`config.mk`:
```
export PLATFORM = sky130hd
export DESIGN_NAME = mem_barrier_ctrl
export DESIGN_NICKNAME = d
export VERILOG_FILES = /design/src/rtl/mem_barrier_ctrl.sv
export SDC_FILE = /design/constraint.sdc
export NUM_CORES = 1
export LEC_CHECK = 0
export BUFFER_PORTS_ARGS = -buffer_cell sky130_fd_sc_hd__buf_4
export CAP_MARGIN = 20
export CORE_AREA = 2 2 39 41
export DETAILED_ROUTE_END_ITERATION = 10
export DIE_AREA = 0 0 41 43
export GPL_TIMING_DRIVEN = 1
export SLEW_MARGIN = 5
export SYNTH_ARGS = -nofsm -noshare
export SYNTH_HDL_FRONTEND = slang
export SYNTH_SLANG_ARGS = --single-unit
```
`constraint.sdc`:
```
create_clock -name clk -period 1.5 [get_ports clk]
set_input_delay 0.15 -clock clk [delete_from_list [all_inputs] [get_ports clk]]
set_output_delay 0.15 -clock clk [all_outputs]
set_load 0.01 [all_outputs]
```
`src/rtl/mem_barrier_ctrl.sv`:
```
module mem_barrier_ctrl #(
  parameter int CNT_W = 6
) (
  input  logic             clk,
  input  logic             rst_n,
  input  logic             issue_valid,
  input  logic [1:0]       issue_class,
  input  logic [CNT_W-1:0] inflight_cnt,
  input  logic [CNT_W-1:0] ldst_cnt,
  input  logic             prefetch_pending,
  input  logic             global_done,
  input  logic             bus_ack,
  output logic             stall_all,
  output logic             stall_ldst,
  output logic             fetch_halt,
  output logic             bus_req
);

  typedef enum logic [2:0] {S_IDLE, S_DRAIN, S_WGLOB, S_BCAST, S_REL} st_t;
  typedef enum logic [1:0] {K_NONE, K_FULL, K_IO, K_FETCH} kind_t;

  st_t   st, st_nx;
  kind_t kind;

  logic ready, take, busy, pipe_empty;

  assign ready      = (st == S_IDLE) || (st == S_REL);
  assign busy       = !ready;
  assign take       = ready && issue_valid && (issue_class != 2'b00);
  assign pipe_empty = (inflight_cnt == '0) && !prefetch_pending;

  always_comb begin
    st_nx = st;
    case (st)
      S_IDLE, S_REL: st_nx = take ? S_DRAIN : S_IDLE;
      S_DRAIN: begin
        case (kind)
          K_FULL:  if (pipe_empty)      st_nx = S_WGLOB;
          K_IO:    if (ldst_cnt == '0)  st_nx = S_BCAST;
          K_FETCH: if (pipe_empty)      st_nx = S_REL;
          default:                      st_nx = S_REL;
        endcase
      end
      S_WGLOB: if (global_done) st_nx = S_BCAST;
      S_BCAST: if (bus_ack)     st_nx = S_REL;
      default: st_nx = S_IDLE;
    endcase
  end

  always_ff @(posedge clk) begin
    if (!rst_n) begin
      st   <= S_IDLE;
      kind <= K_NONE;
    end else begin
      st <= st_nx;
      if (take) kind <= kind_t'(issue_class);
    end
  end

  assign stall_all  = (busy && kind == K_FULL) ||
                      (busy && issue_valid && issue_class != 2'b00);
  assign stall_ldst = busy && (kind == K_FULL || kind == K_IO);
  assign fetch_halt = busy && (kind == K_FETCH);
  assign bus_req    = (st == S_BCAST);

  AST_BUS_HOLD: assert property (@(posedge clk) disable iff (!rst_n)
    (bus_req && !bus_ack) |=> bus_req);
  AST_BUS_DROP: assert property (@(posedge clk) disable iff (!rst_n)
    (bus_req && bus_ack) |=> !bus_req);
  AST_FETCH_NO_BUS: assert property (@(posedge clk) disable iff (!rst_n)
    fetch_halt |-> !bus_req);
  AST_IO_LDST_WAIT: assert property (@(posedge clk) disable iff (!rst_n)
    (stall_ldst && !bus_req && kind == K_IO && ldst_cnt != '0) |=> stall_ldst);
  AST_ONE_BARRIER: assert property (@(posedge clk) disable iff (!rst_n)
    $onehot0({fetch_halt, stall_ldst}));

endmodule

```
==> reports/results.ini, run 1 <==
[min_path]
hold_path_class=input port to flip-flop
whs_path_depth=3

[cts]
clk-insertion-delay-late_ns=0.25
h-tree-depth=1
ctsHoldBuffers=0
numCtsBuffers=3
clock-sinks=5
cts_tree=built
clockBufferDepth=2
post_cts_buffers=0
clk_pin_slew_ns=0.05
clk_root_buffer_cell=clkbuf_4

[layout]
mostFrequentLayoutCell=buf_4
syn2layout_area_growth_pct=53.8
drive_gt1_frac=0.479
final_cells=89
final_nets=97
multiInputGateArea_sq_um=282
diodes=0
final_cell_mix=24 x buf_4, 4 x nor2_1, 4 x dfxtp_1
fillers=133
regArea_sq_um=101

[setup_path]
regToRegSetupSlack_ns=0.16
required_ns=1.35
endpoint_kind=output port
startpoint_type=flip-flop
path_max_fanout=7
reg2reg_depth=5
arrival_ns=1.24
crit_type=flip-flop to output port

[placed_design]
port_buffers=23
dp.cells=85
place_ws_ns=0.153
dp_hpwl_microns=867
routabilityCongestion=0.804

[pwr]
p_seq_frac=0.355
p_leak_nw=0.269
switching_share=0.294
power_frac_comb=0.289
ir_drop_mv=0.587
clkPwrFrac=0.355
p_int_mw=0.315
p_sw_mw=0.131
power_density_nw_per_um2=714
power_mw=0.447

[timing]
fin_skew_ns=0.00876
setup_tns_ns=0
timing.final.ws_setup_ns=0.106
tightest_slew_ns=0.369
drv_slew=0
worst_slew_margin_rel=0.752
rsz0062_at_grt=no
max_freq_mhz=717
min_period_over_period=0.929
hold_viol=0
finalWorstPathRequiredPeriod_ns=1.39
finalSetupViolations=0

[synth]
netlist_instances=47
syn_area_sq_um=407
yosysSeqAreaShare=0.246
synth-seq-cells=5
synth.avg_cell_area_sq_um=8.65
yosys.cell_types.count=29
yosys_warnings=0
syn_nets=70

[global_routing]
grt_pass1_vias=380
antenna_found_initial=0
grt_overflow=0
grt_use_total=0.145
grt_pass1_wl_mm=1.68
grt_max_degree=12

[job]
maxCapViolations=0

[routing]
ant_nets=0
route.detailed.drc=0
drt_iter0_drc=7
wirelength_mm=1.01
via_per_inst=4.85
drt_first_pass_iters=4
routed-via-count=432
routedWlPerCell_microns=11.3

[floorplan]
num_rows=14
die_h_microns=43
num_io_pins=24
core_area_sq_um=1380
initial_core_util=0.294
die_x_microns=41
die_area_sq_um=1760

[status]
outcome=finished clean

==> Yosys cell counts, drive strengths merged <==
master / count / share of area
a211oi: 1 / 0.049
nand4b: 1 / 0.022
nand2b: 1 / 0.022
or3b: 1 / 0.028
nand3: 2 / 0.025
inv: 4 / 0.037
mux2i: 1 / 0.025
nand4bb: 1 / 0.028
dfxtp: 5 / 0.25
a21bo: 1 / 0.025
o21ai: 1 / 0.012
o31ai: 2 / 0.037
nor4: 2 / 0.046
nor2b: 1 / 0.015
buf: 2 / 0.025
nand2: 1 / 0.0092
nor3: 3 / 0.037
nor2: 4 / 0.037
a21boi: 2 / 0.037
nand3b: 1 / 0.018
ha: 3 / 0.092
nor4b: 1 / 0.022
o41ai: 1 / 0.022
or4: 1 / 0.018
a22oi: 1 / 0.018
o311a: 1 / 0.025
a21oi: 2 / 0.025
==> cell families (layout without fill, tap and decap cells) <==
logic type,after synthesis,after routing,synth area share
AND/OR/NAND/NOR,20,20,0.326
AO/OA/AOI/OAI,12,12,0.249
buffers and inverters,6,32,0.0615
flip-flops,5,5,0.246
adder cells (fa/ha/maj),3,3,0.0923
multiplexers,1,1,0.0246
==> cell type report <==
type,count,share of cell area
multi-input combinational,36,0.450
timing repair buffer,24,0.288
sequential,5,0.162
clock buffer,3,0.0360
tap,16,0.0320
inverter,4,0.0240
clock inverter,1,0.00800
==> worst paths after layout <==
kind / start / endpoint
setup / recovery: st[0] / fetch_halt
hold / removal: issue_class[0] / kind[0]
setup reg to reg: kind[1] / st[0]
hold reg to reg: kind[0] / kind[0]
==> state kept, by name (all words and copies together) (netlist names) <==
| register | count |
|---|---|
| kind | 2 |
| st | 3 |
==> power groups by stage <==
stage | Combinational [mW] | Sequential, mW | Clock (mW)
after CTS | 0.131 | 0.158 | 0.166
final | 0.129 | 0.159 | 0.159
after global placement | 0.129 | 0.160 | 0
after floorplan | 0.0739 | 0.152 | 0
after detailed placement | 0.130 | 0.161 | 0
after global routing | 0.143 | 0.160 | 0.177
==> layer usage <==
layer,vias up,routed length [microns],part of all wire,GRT usage
li1,228,-,-,-
met2,11,524,0.52,0.209
met3,0,83,0.082,0.0942
met5,-,0,0,0
met1,193,401,0.40,0.173
met4,0,0,0,0.0400
==> critical path: stages (launching register included) <==
cell	delay (ns)
dfxtp_1	0.34
buf_4	0.17
nor2_1	0.26
nor2b_1	0.08
buf_4	0.15
==> through the flow <==
step	instance area (sq um)	hold slack (ns)	utilization
2_1_floorplan	407	0.281	-
3_3_place_gp	597	0.432	0.431
3_5_place_dp	597	0.437	0.431
4_1_cts	624	0.167	0.451
5_1_grt	626	0.159	0.452
6_report	626	0.173	0.452
==> what timing repair did <==
| item | CTS | global route |
|---|---|---|
| endpoints found under the setup margin | 0 | 1 |
| gates resized for setup | 0 | 1 |
| endpoints found under the hold margin | 0 | 0 |
Power figures use the tool's default switching activity.
==> run 2, diff against run 1 <==
- CORE_AREA: 2 2 39 41 -> 2 2 40 42
- DIE_AREA: 0 0 41 43 -> 0 0 42 44
- clock period: 1.5 -> 1.45 ns (I/O delays scaled with it)
==> reports/results.ini, run 2 (synthesis results as in run 1) <==
[status]
outcome=finished clean

[cts]
h-tree-depth=1  ; unchanged
cts_tree=built
clk_pin_slew_ns=0.04  ; about the same
ctsHoldBuffers=0  ; unchanged
clk_root_buffer_cell=clkbuf_4
clk-insertion-delay-late_ns=0.24  ; about the same
clockBufferDepth=2  ; unchanged
post_cts_resized=0  ; unchanged
clock-sinks=5  ; unchanged
post_cts_buffers=0  ; unchanged
numCtsBuffers=3  ; unchanged

[min_path]
hp-start=issue_class[1]
hold_path_class=input port to flip-flop
whs_path_depth=3  ; unchanged
min_to=kind[1]

[placed_design]
placed_area_sq_um=604  ; +1.3%
place_ws_ns=0.140  ; -0.0138 ns
routabilityCongestion=0.811  ; +0.90%
dp.cells=86  ; +1.2%
dp_hpwl_microns=808  ; -6.8%
port_buffers=23  ; unchanged

[layout]
multiInputGateArea_sq_um=284  ; +0.89%
final_cells=90  ; +1.1%
fillers=142  ; +6.8%
top_register=st
largest_register_ffs=3  ; unchanged
final_cell_mix=25 x buf_4, 4 x dfxtp_1
regArea_sq_um=101  ; unchanged
mostFrequentLayoutCell=buf_4
postLayoutCellArea_sq_um=634  ; +1.4%
diodes=0  ; unchanged
final_nets=98  ; +1.0%
syn2layout_area_growth_pct=56.0
drive_gt1_frac=0.486  ; +0.00703
top_regs=st: 3 flops, kind: 2 flops

[floorplan]
die_area_sq_um=1850  ; +4.8%
die_x_microns=42  ; +2.4%
initial_core_util=0.287  ; -0.00726
core_area_sq_um=1420  ; +2.5%
num_io_pins=24  ; unchanged
die_h_microns=44  ; +2.3%
num_rows=14  ; unchanged

[timing]
finalSetupViolations=0  ; unchanged
hold_viol=0  ; unchanged
tightest_slew_ns=0.335  ; -0.0336 ns
drv_slew=0  ; unchanged
rsz0062_at_grt=no
setup_tns_ns=0  ; unchanged
worst_slew_margin_rel=0.775  ; +0.0226
finalWorstPathRequiredPeriod_ns=1.34
min_period_over_period=0.923
max_freq_mhz=747
fin_skew_ns=0.000635  ; -0.00812 ns
timing.final.ws_setup_ns=0.111  ; +0.00495 ns

[global_routing]
grt_pass1_vias=422  ; +11%
grt_overflow=0  ; unchanged
grt_max_degree=10  ; -2
grt_use_total=0.117  ; -0.0280
antenna_found_initial=0  ; unchanged
grt_pass1_wl_mm=1.59  ; -5.3%

[setup_path]
crit_type=flip-flop to output port
path_max_fanout=4  ; -3
critPathLaunch=kind[0]
arrival_ns=1.19  ; -0.05 ns
regToRegSetupSlack_ns=0.14  ; -0.02 ns
reg2reg_depth=5  ; unchanged
rr_endpoint=st[0]
required_ns=1.31  ; -0.04 ns
endpoint_kind=output port
r2r-start=kind[1]
startpoint_type=flip-flop

[pwr]
ir_drop_mv=0.395  ; -33%
p_leak_nw=0.272  ; +1.3%
power_density_nw_per_um2=725  ; +1.6%

[routing]
via_per_inst=4.96  ; +2.1%
ant_nets=0  ; unchanged
routed-via-count=446  ; +3.2%
routedWlPerCell_microns=10.6  ; -6.7%
route.detailed.drc=0  ; unchanged
wirelength_microns=952  ; -5.6%
wl_met1_microns=415  ; +3.5%
drt_iter0_drc=3  ; -4
drt_first_pass_iters=3  ; -1
routed.top_layer=met4
wl_met3_microns=61  ; -27%
wl_met2_microns=465  ; -11%

[job]
maxCapViolations=0  ; unchanged

-- run 2: cell count changes in the layout (fill, tap and decap cells not counted) --
| cell | before | now |
|---|---|---|
| clkinv_2 | 1 | 0 |
| buf_4 | 24 | 25 |
| clkbuf_1 | 0 | 1 |
| nor2_1 | 4 | 3 |
| nor2_2 | 0 | 1 |
-- run 2: metrics by stage --
step	util	total power [mW]	hold WS, ns
2_1_floorplan	-	0.234	0.276
3_3_place_gp	0.426	0.301	0.429
3_5_place_dp	0.426	0.302	0.432
4_1_cts	0.444	0.470	0.172
5_1_grt	0.447	0.490	0.190
6_report	0.447	0.460	0.180
-- run 2: how the worst max path moves through the flow --
stage,to,slack [ns]
after floorplan,st[0],0.21
after global placement,st[0],0.17
after detailed placement,st[0],0.14
after CTS,stall_ldst,0.04
after global routing,st[0],0.03
final,stall_ldst,0.11
-- run 2: critical path: stages (launching register included) --
cell	delay [ns]
dfxtp_2	0.35
inv_1	0.05
ha_1	0.31
nor2_1	0.12
buf_4	0.13
-- run 2: cell type report --
cell class	instances	area share
Tap cell	16	0.0316
Multi-Input combinational cell	36	0.448
Sequential cell	5	0.160
Clock buffer	4	0.0414
Timing Repair Buffer	25	0.296
Inverter	4	0.0237
-- run 2: power breakdown --
part	leakage (nW)	internal, mW	switching, mW	total, mW
sequential	0.0413	0.149	0.0106	0.160
combinational	0.216	0.0794	0.0608	0.140
clock	0.0150	0.104	0.0561	0.160
-- run 2: per-layer routing --
layer  global-route usage  vias to the layer above
met1                0.143                      199
met5                    0                        -
li1                     -                      229
met4                0.116                        0
met3               0.0167                        2
met2                0.175                       16
==> run 3, diff against run 2 <==
- ABC_AREA: not set -> 1
==> reports/results.ini, run 3 <==
[synth]
syn_nets=90  ; +29%
yosys-top-cells-count=15 x inv_1, 15 x nor2_1, 10 x nand2_1
synthAdderAreaFrac=0.0920  ; -0.000283
synth-seq-cells=5  ; unchanged
netlist_instances=67  ; +43%
synth_xor_area_frac=0  ; unchanged
synth_area_leader_cell=dfxtp_1
syn_area_sq_um=408  ; +0.31%
synth.avg_cell_area_sq_um=6.09  ; -30%
synth_compound_gate_area_share=0.120  ; -0.130
synth_top_family_by_area=simple AND/OR/NAND/NOR gates
yosysSeqAreaShare=0.245  ; -0.000755
synth_edf_count=0  ; unchanged
ys.flop_type=dfxtp_1
yosys_warnings=0  ; unchanged
async_flop_share=0  ; unchanged
synth.top_cell.area_share=0.245  ; -0.000755
synth_area_leaders=dfxtp_1 25%, inv_1 14%, nor2_1 14%
yosys.cell_types.count=16  ; -45%
synthMuxAreaShare=0  ; -0.0246
synthSimpleGateAreaFrac=0.405  ; +0.0788

[floorplan]
num_rows=14  ; unchanged
die_x_microns=42  ; unchanged
num_io_pins=24  ; unchanged
initial_core_util=0.287  ; +0.000882
core_area_sq_um=1420  ; unchanged
die_h_microns=44  ; unchanged
die_area_sq_um=1850  ; unchanged

[routing]
wl_met2_microns=406  ; -13%
via_per_inst=4.63  ; -6.6%
routed-via-count=514  ; +15%
wl_met1_microns=393  ; -5.3%
route.detailed.drc=0  ; unchanged
routed.top_layer=met4
drt_first_pass_iters=4  ; +1
routedWlPerCell_microns=8.68  ; -18%
drt_iter0_drc=6  ; +3
wl_met3_microns=109  ; +79%
ant_nets=0  ; unchanged
wirelength_microns=963  ; +1.2%

[timing]
drv_slew=0  ; unchanged
finalSetupViolations=0  ; unchanged
tightest_slew_ns=0.180  ; -0.155 ns
worst_slew_margin_rel=0.880  ; +0.105
min_period_over_period=0.951  ; +0.0281
finalWorstPathRequiredPeriod_ns=1.38  ; +0.0408 ns
rsz0062_at_grt=no
setup_tns_ns=0  ; unchanged
max_freq_mhz=725  ; -3.0%
fin_skew_ns=0.00898  ; +0.00835 ns
hold_viol=0  ; unchanged

[setup_path]
cpMaxStageDelayCell=dfxtp_1
required_ns=1.31  ; about the same
path_max_fanout=3  ; -1
startpoint_type=flip-flop
crit_type=flip-flop to output port
critical_path.max_stage_delay_ns=0.35  ; about the same
endpoint_kind=output port
crit_chain=inv_1, ha_1, nor2_1, buf_4
arrival_ns=1.23  ; +0.04 ns

[min_path]
hold_path_class=input port to flip-flop

[placed_design]
routabilityCongestion=0.838  ; +3.3%
dp_hpwl_microns=815  ; +0.89%
port_buffers=23  ; unchanged
dp.cells=107  ; +24%

[pwr]
power_density_nw_per_um2=1040  ; +43%
ir_drop_mv=0.490  ; +24%
p_leak_nw=0.338  ; +24%

[job]
maxCapViolations=0  ; unchanged

[layout]
drive_gt1_frac=0.337  ; -0.150
mostFrequentLayoutCell=buf_4
largest_register_ffs=3  ; unchanged
top_register=st
final_cell_mix=24 x buf_4, 15 x inv_1, 15 x nor2_1
final_nets=119  ; +21%
top_regs=st: 3 flops, kind: 2 flops
diodes=0  ; unchanged
syn2layout_area_growth_pct=55.5
final_cells=111  ; +23%

[cts]
cts_tree=built
h-tree-depth=1  ; unchanged
post_cts_buffers=0  ; unchanged
clockBufferDepth=2  ; unchanged
clock-sinks=5  ; unchanged
post_cts_resized=0  ; unchanged
clk_pin_slew_ns=0.05  ; about the same
ctsHoldBuffers=0  ; unchanged
clk_root_buffer_cell=clkbuf_4
numCtsBuffers=3  ; unchanged
clk-insertion-delay-late_ns=0.25  ; about the same

[global_routing]
grt_max_degree=7  ; -3
grt_pass1_vias=429  ; +1.7%
antenna_found_initial=0  ; unchanged
grt_pass1_wl_mm=1.51  ; -5.1%
grt_overflow=0  ; unchanged
grt_use_total=0.116  ; -0.00164

[status]
outcome=finished clean

run 3: cell count changes in the layout (fill, tap and decap cells not counted), moves of 2 or more:
cell / delta
a21boi_1: -2
o21ai_0: +3
nand2_1: +9
o31ai_1: -2
nand3_2: +2
inv_1: +12
nor2_1: +12
run 3: logic make-up (layout without fill, tap and decap cells):
kind of cell | Yosys count | in the layout
AND/OR/NAND/NOR | 36 | 36
flip-flops | 5 | 5
AO/OA/AOI/OAI | 8 | 8
buffers and inverters | 15 | 43
adder cells (fa/ha/maj) | 3 | 3
run 3: cell type report:
type	instances	area (sq um)
clock buffer	4	26.3
fill	153	785
inverter	15	56.3
multi-input combinational	47	251
sequential	5	100
tap	16	20.0
timing repair buffer	24	180
run 3: per-stage QoR:
step	power (mW)	util	area, sq um	setup WS (ns)	hold WS (ns)
3_5_place_dp	0.497	0.429	608	0.205	0.417
2_1_floorplan	0.376	-	408	0.323	0.273
3_3_place_gp	0.496	0.429	608	0.217	0.411
6_report	0.659	0.447	634	0.0703	0.162
5_1_grt	0.723	0.447	634	0.00830	0.171
4_1_cts	0.668	0.447	634	0.0585	0.153
run 3: worst paths after layout:
path,start,endpoint,slack (ns),cells past startpoint
setup reg to reg,kind[0],st[1],0.20,7
setup / recovery,kind[0],stall_ldst,0.07,4
hold / removal,rst_n,st[0],0.16,3
hold reg to reg,kind[0],kind[0],0.51,2
run 3: where the power goes:
group          internal (mW)  total [mW]  switching [mW]
registers              0.168       0.199          0.0304
clock network          0.104       0.166          0.0612
logic                  0.144       0.295           0.151
total                  0.416       0.659           0.243
run 3: per-layer routing:
metal / global-route usage / up-vias
li1: - / 265
met1: 0.113 / 213
met2: 0.172 / 27
met3: 0.0458 / 9
met4: 0.142 / 0
met5: 0 / -
run 3: worst max-delay path, delay by kind of cell (launching register included):
family                   cells  cell delay [ns]
buffers and inverters        2             0.19
AND/OR/NAND/NOR              1             0.11
adder cells (fa/ha/maj)      1             0.33
flip-flops                   1             0.35
